### config.mk
export PLATFORM = sky130hd
export DESIGN_NAME = hsk_pport
export DESIGN_NICKNAME = d
export VERILOG_FILES = /design/src/rtl/hsk_pport_pkg.sv /design/src/rtl/hsk_sync.sv /design/src/rtl/hsk_edge.sv /design/src/rtl/hsk_flagpin.sv /design/src/rtl/hsk_pport.sv
export SDC_FILE = /design/constraint.sdc
export NUM_CORES = 1
export LEC_CHECK = 0
export BUFFER_PORTS_ARGS = -buffer_cell sky130_fd_sc_hd__buf_2
export CORE_ASPECT_RATIO = 2
export CORE_MARGIN = 3
export CORE_UTILIZATION = 29
export DETAILED_ROUTE_END_ITERATION = 10
export PLACE_DENSITY = 0.53
export SETUP_SLACK_MARGIN = 0.1
export SYNTH_ARGS = -nofsm -noshare
export SYNTH_HDL_FRONTEND = slang
export SYNTH_SLANG_ARGS = --single-unit
export TNS_END_PERCENT = 20
### constraint.sdc
create_clock -name clk -period 2.1 [get_ports clk]
set_clock_uncertainty 0.15 [all_clocks]
set_input_delay 0.42 -clock clk [delete_from_list [all_inputs] [get_ports clk]]
set_output_delay 0.42 -clock clk [all_outputs]
set_load 0.1 [all_outputs]
### src/rtl/hsk_pport_pkg.sv
// Shared types for the handshake parallel port.
// Assumes an 8-bit control/status layout whose upper six bits are the ctrl_t fields.
package hsk_pport_pkg;

    // Function of one flag pin
    typedef enum logic [1:0] {
        PIN_LO   = 2'b00,
        PIN_HI   = 2'b01,
        PIN_FLAG = 2'b10,
        PIN_IN   = 2'b11
    } pin_mode_e;

    // Writable control bits, packed in register order (bit 7 down to bit 2)
    typedef struct packed {
        pin_mode_e bmode;
        pin_mode_e amode;
        logic      oclr_rise;
        logic      in_transp;
    } ctrl_t;

    localparam ctrl_t CTRL_RST = 6'b111111;

    localparam logic [1:0] REG_DATA = 2'd0;
    localparam logic [1:0] REG_CTRL = 2'd1;
    localparam logic [1:0] REG_AUX  = 2'd2;

endpackage

### src/rtl/hsk_sync.sv
// Multi-stage synchronizer for asynchronous level inputs.
// Assumes each bit is independent; RST_VAL is the idle level of each bit.
module hsk_sync #(
    parameter int              W       = 4,
    parameter int              STAGES  = 2,
    parameter logic [W-1:0]    RST_VAL = '0
) (
    input  logic         clk,
    input  logic         rst_n,
    input  logic [W-1:0] d,
    output logic [W-1:0] q
);
    logic [W-1:0] stage [STAGES];

    // Shift the input through the flop chain
    always_ff @(posedge clk) begin
        if (!rst_n) begin
            for (int i = 0; i < STAGES; i++) stage[i] <= RST_VAL;
        end else begin
            stage[0] <= d;
            for (int i = 1; i < STAGES; i++) stage[i] <= stage[i-1];
        end
    end

    assign q = stage[STAGES-1];
endmodule

### src/rtl/hsk_edge.sv
// Edge detector for synchronized levels; one-cycle rise and fall indications.
// Assumes the inputs are already in the clk domain.
module hsk_edge #(
    parameter int           W       = 2,
    parameter logic [W-1:0] RST_VAL = '1
) (
    input  logic         clk,
    input  logic         rst_n,
    input  logic [W-1:0] lvl,
    output logic [W-1:0] rise,
    output logic [W-1:0] fall
);
    logic [W-1:0] prev;

    // Remember last cycle's level
    always_ff @(posedge clk) begin
        if (!rst_n) prev <= RST_VAL;
        else        prev <= lvl;
    end

    assign rise = lvl & ~prev;
    assign fall = ~lvl & prev;
endmodule

### src/rtl/hsk_flagpin.sv
// Drive logic for one configurable flag pin.
// Assumes the input function of the pin is handled by the parent.
module hsk_flagpin
    import hsk_pport_pkg::*;
(
    input  pin_mode_e mode,
    input  logic      flag,
    output logic      drv,
    output logic      oe
);
    // Select the driven level for the current mode
    always_comb begin
        case (mode)
            PIN_LO:   drv = 1'b0;
            PIN_HI:   drv = 1'b1;
            PIN_FLAG: drv = flag;
            default:  drv = 1'b0;
        endcase
        oe = (mode != PIN_IN);
    end
endmodule

### src/rtl/hsk_pport.sv
// Handshake parallel port: host-strobed input buffer, CPU-loaded output buffer,
// full flags with interrupt pulses, and two configurable flag pins.
// Assumes pin_din is stable around the input strobe edges; strobes and flag
// inputs are synchronized; driver enable and source select act from raw pins.
module hsk_pport
    import hsk_pport_pkg::*;
#(
    parameter int DW          = 8,
    parameter int SYNC_STAGES = 2
) (
    input  logic          clk,
    input  logic          rst_n,
    input  logic [1:0]    bus_addr,
    input  logic          bus_wr,
    input  logic          bus_rd,
    input  logic [DW-1:0] bus_wdata,
    output logic [DW-1:0] bus_rdata,
    input  logic [DW-1:0] pin_din,
    output logic [DW-1:0] pin_dout,
    output logic          pin_doe,
    input  logic          ids_n,
    input  logic          ods_n,
    input  logic          aflag_in,
    output logic          aflag_out,
    output logic          aflag_oe,
    input  logic          bflag_in,
    output logic          bflag_out,
    output logic          bflag_oe,
    output logic          irq_in,
    output logic          irq_out
);
    localparam int CSR_W = 8;
    localparam int NSYNC = 4;

    logic [NSYNC-1:0] sync_q;
    logic [1:0]       stb_rise, stb_fall;
    logic             ids_s, ods_s, af_s, bf_s;
    ctrl_t            ctrl;
    logic             ibf, obf, af_lat;
    logic [DW-1:0]    ibuf, obuf;
    logic [CSR_W-1:0] csr;
    logic             port_off_s, port_off_p;
    logic             load_evt, oclr_evt, rd_data, wr_data, wr_ctrl;

    hsk_sync #(.W(NSYNC), .STAGES(SYNC_STAGES), .RST_VAL(4'b0011)) u_sync (
        .clk(clk), .rst_n(rst_n),
        .d({bflag_in, aflag_in, ods_n, ids_n}),
        .q(sync_q)
    );
    assign {bf_s, af_s, ods_s, ids_s} = sync_q;

    hsk_edge #(.W(2), .RST_VAL(2'b11)) u_edge (
        .clk(clk), .rst_n(rst_n),
        .lvl({ods_s, ids_s}),
        .rise(stb_rise), .fall(stb_fall)
    );

    // Decode port gating, strobe events and CPU accesses
    always_comb begin
        port_off_s = (ctrl.bmode == PIN_IN) && bf_s;
        port_off_p = (ctrl.bmode == PIN_IN) && bflag_in;
        load_evt   = !port_off_s && (ctrl.in_transp ? stb_fall[0] : stb_rise[0]);
        oclr_evt   = !port_off_s && (ctrl.oclr_rise ? stb_rise[1] : stb_fall[1]);
        rd_data    = bus_rd && (bus_addr == REG_DATA);
        wr_data    = bus_wr && (bus_addr == REG_DATA);
        wr_ctrl    = bus_wr && (bus_addr == REG_CTRL);
    end

    assign csr = {ctrl, obf, ibf};

    // Control bits: written by the CPU, read-only flags excluded
    always_ff @(posedge clk) begin
        if (!rst_n)       ctrl <= CTRL_RST;
        else if (wr_ctrl) ctrl <= ctrl_t'(bus_wdata[CSR_W-1:2]);
    end

    // Input buffer: edge capture or transparent follow
    always_ff @(posedge clk) begin
        if (!rst_n) begin
            ibuf <= '0;
        end else if (!port_off_s) begin
            if (ctrl.in_transp ? !ids_s : stb_rise[0]) ibuf <= pin_din;
        end
    end

    // Input-full flag, captured A level and input interrupt; strobe wins
    always_ff @(posedge clk) begin
        if (!rst_n) begin
            ibf    <= 1'b0;
            af_lat <= 1'b0;
            irq_in <= 1'b0;
        end else begin
            irq_in <= load_evt && !ibf;
            if (load_evt) begin
                ibf    <= 1'b1;
                af_lat <= af_s;
            end else if (rd_data) begin
                ibf    <= 1'b0;
            end
        end
    end

    // Output buffer, output-full flag and output interrupt; strobe wins
    always_ff @(posedge clk) begin
        if (!rst_n) begin
            obuf    <= '0;
            obf     <= 1'b0;
            irq_out <= 1'b0;
        end else begin
            irq_out <= oclr_evt && obf;
            if (wr_data) obuf <= bus_wdata;
            if (oclr_evt)     obf <= 1'b0;
            else if (wr_data) obf <= 1'b1;
        end
    end

    // CPU read mux
    always_comb begin
        case (bus_addr)
            REG_DATA: bus_rdata = ibuf;
            REG_CTRL: bus_rdata = DW'(csr);
            REG_AUX:  bus_rdata = DW'(af_lat);
            default:  bus_rdata = '0;
        endcase
    end

    // Host-side data source and driver enable
    always_comb begin
        pin_dout = ((ctrl.amode == PIN_IN) && aflag_in) ? DW'(csr) : obuf;
        pin_doe  = !ods_n && !port_off_p;
    end

    hsk_flagpin u_apin (.mode(ctrl.amode), .flag(obf), .drv(aflag_out), .oe(aflag_oe));
    hsk_flagpin u_bpin (.mode(ctrl.bmode), .flag(ibf), .drv(bflag_out), .oe(bflag_oe));
endmodule

==> metrics.md <==
| Metric | Value |
|---|---|
| GRT Total Usage | 0.134 |
| PwrDens | 691 mW/mm² |
| Global route overflow | 0 |
| First-pass GRT wire length | 6840 µm |
| Reg clk slew, reported paths | 80 ps |
| Post-CTS setup buffers | 0 |
| TritonCTS clock tree | done |
| Post-synthesis cell type count | 29 |
| Post-synthesis sequential area ratio | 0.442 |
| Cell chain of the critical path | buf_4, inv_2, ha_1, a21oi_2, nor2_4, buf_12 |
| Status | finished, final reports clean |
| Drt drc | 0 |
| Setup violations, final | 0 |
| EDFF count, synth | 0 |
| Synth Cell Area | 0.00168 mm² |
| Worst-Skew Late Latency | 290 ps |
| Ys async rst share | 0 |
| I/O pin count | 49 |
| CTS sink cnt | 37 |
| HP Class | primary input to register |
| Layout fillers | 532 |
| Iteration-0 DRC Markers | 11 |
| Initial Util | 0.304 |
| Final GP Congestion | 0.755 |
| Static Leak | 0.00112 µW |
| Die ar. | 0.00679 mm² |
| Final net count | 260 |
| Min Clock Period, post-route | 1970 ps |
| Layout cells sized above 1 | 0.424 |
| Setup slack at placement | 126 ps |
| Final hold viol count | 0 |
| Worst Path Required | 1530 ps |
| Max_slew headroom | 0.679 |
| Avg Cell Area, Syn | 9.53 µm² |
| Max Slew Vio Count | 0 |
| H-tree levels | 2 |
| Die width | 59.8 µm |
| Num CTS Buffers | 5 |
| Via count | 1357 |
| Placed cell count | 281 |
| Final worst-path cycle share | 0.940 |
| Dominant synthesized flop cell | dfxtp_1 |
| Setup CP Type | register to output port |
| RSZ-0062 raised after global routing | yes |
| Drt pass-1 iters | 3 |
| Vias in the first global route | 1413 |
| Synth warn | 0 |
| Layout Cells excl Fill | 289 |
| DP HPWL | 3000 µm |
| Peak VDD IR | 491 µV |
| Routed wire length per instance | 14.3 µm |
| Antenna violations before repair | 0 |
| Core Area | 0.00552 mm² |
| Syn nets | 208 |
| Max stage delay cell, worst path | dfxtp_2 |
| Area Growth Syn to Fin | 51.6% |
| Arr. time, crit path | 1400 ps |
| Row count | 38 |
| Slowest stage delay, CP | 360 ps |
| Startpoint Class | register |
| Die Ht | 114 µm |
| Largest net degree at the start of global routing | 47 |
| Mapped Cells | 176 |
| PortBufs | 48 |
| Cts hold-fix bufs | 0 |
| CTS root buf | clkbuf_8 |
| Max_cap viols | 0 |
| Final wirelength | 4130 µm |
| Fmax | 507 MHz |
| Post-DRT Antenna Nets | 0 |
| Worst Setup End Kind | output port |
| PnR worst setup slack | 127 ps |
| Via density | 4.70 |
| Worst-Margin Slew | 485 ps |
| Ant diodes | 0 |
| Longest Clk Path Bufs | 2 |
| Critical Path Fanout Max | 4 |
| Yosys reg bits | 37 |
==> where the power goes <==
group | switching [µW] | leakage, µW | total (µW) | internal [µW]
Clock | 262 | 0.0000439 | 491 | 229
Combinational | 325 | 0.000771 | 518 | 194
Sequential | 18.9 | 0.000301 | 746 | 727
Total | 605 | 0.00112 | 1750 | 1150
==> final timing paths <==
| kind | from | end | slack [ps] | cells after the start |
|---|---|---|---|---|
| worst min-delay path | ids_n | u_sync.stage[0][0]$_SDFF_PN1_ | 180 | 2 |
| worst min register to register | u_sync.stage[0][0]$_SDFF_PN1_ | u_sync.stage[0][4]$_SDFF_PN1_ | 260 | 1 |
| worst max-delay path | csr[5]$_SDFFE_PN1P_ | aflag_out | 130 | 6 |
| worst max register to register | csr[2]$_SDFFE_PN1P_ | ibuf[5]$_SDFFE_PN0P_ | 510 | 4 |
==> cells in the mapped netlist (3+ instances only) <==
| master | n | area share |
|---|---|---|
| and2_1 | 4 | 0.015 |
| inv_1 | 7 | 0.016 |
| buf_2 | 3 | 0.0090 |
| clkbuf_1 | 5 | 0.011 |
| a21oi_1 | 3 | 0.0090 |
| nand2b_1 | 6 | 0.022 |
| mux2i_1 | 31 | 0.19 |
| nor2_1 | 10 | 0.022 |
| nand2_1 | 30 | 0.067 |
| nand3b_1 | 3 | 0.013 |
| mux2_2 | 4 | 0.027 |
| o21ai_0 | 5 | 0.015 |
| dfxtp_1 | 37 | 0.44 |
| nor2b_1 | 8 | 0.030 |
| ha_1 | 6 | 0.045 |
==> critical path, delay by kind of cell (launching register included) <==
| family | cells | cell delay [ps] |
|---|---|---|
| AO/OA/AOI/OAI | 1 | 150 |
| adder cells (fa/ha/maj) | 1 | 180 |
| buffers and inverters | 3 | 360 |
| flip-flops | 1 | 360 |
| AND/OR/NAND/NOR | 1 | 60 |
==> registers in the layout (all words and copies together), names as in the netlist <==
signal and flops:
obf 1, obuf 8, irq_out 1, u_edge.prev 2
u_sync.stage 8, ibf 1, irq_in 1, ibuf 8
af_lat 1, csr 6
==> cells in the final DEF, fill, tap and decap left out, types with 2 or more instances in the layout <==
cell type,n
buf_12,19
buf_4,5
dfxtp_1,33
ha_1,4
nand2_1,29
nor2b_1,8
clkbuf_8,5
ha_4,2
buf_6,3
nor2_2,8
buf_2,27
nand3b_1,3
mux2i_1,31
inv_2,3
dfxtp_2,3
a21oi_2,2
inv_1,4
clkinv_2,2
and2_1,4
o21ai_4,4
nand2b_1,6
mux2_4,4
==> kinds of logic after synthesis <==
kind of cell / count (synthesis) / synth area share
adder cells (fa/ha/maj): 6 / 0.0448
flip-flops: 37 / 0.442
multiplexers: 35 / 0.212
buffers and inverters: 17 / 0.0448
AO/OA/AOI/OAI: 14 / 0.0545
AND/OR/NAND/NOR: 67 / 0.202
==> through the flow <==
stage / util / TNS, ps / instance area, µm² / total power (µW) / hold WS, ps
after floorplan: - / -465 / 1770 / 1090 / 236
after global placement: 0.421 / 0 / 2320 / 1250 / 241
after detailed placement: 0.421 / 0 / 2320 / 1250 / 246
after CTS: 0.454 / 0 / 2500 / 1770 / 179
after global routing: 0.461 / 0 / 2540 / 1820 / 184
final: 0.461 / 0 / 2540 / 1750 / 181
==> cell type report <==
cell class	count	area [µm²]	share of cell area
multi-input cells	122	1010	0.398
flip-flops and latches	37	748	0.294
repair buffers	55	594	0.234
well taps	60	75.1	0.0295
clock buffers	5	68.8	0.0271
inverters	7	26.3	0.0103
clock inverters	3	17.5	0.00689
==> routing by layer <==
| metal | routed length, µm | global-route usage |
|---|---|---|
| met1 | 1660 | 0.155 |
| met2 | 2170 | 0.222 |
| met3 | 195 | 0.0340 |
| met4 | 104 | 0.0636 |
| met5 | 0 | 0 |
==> timing repair <==
item / in CTS / in global routing
setup endpoints to repair: 11 / 12
pin swaps: 3 / 1
resized for setup: 29 / 8
cloned: 0 / 0
No activity file was read; power rests on OpenSTA's default activity.
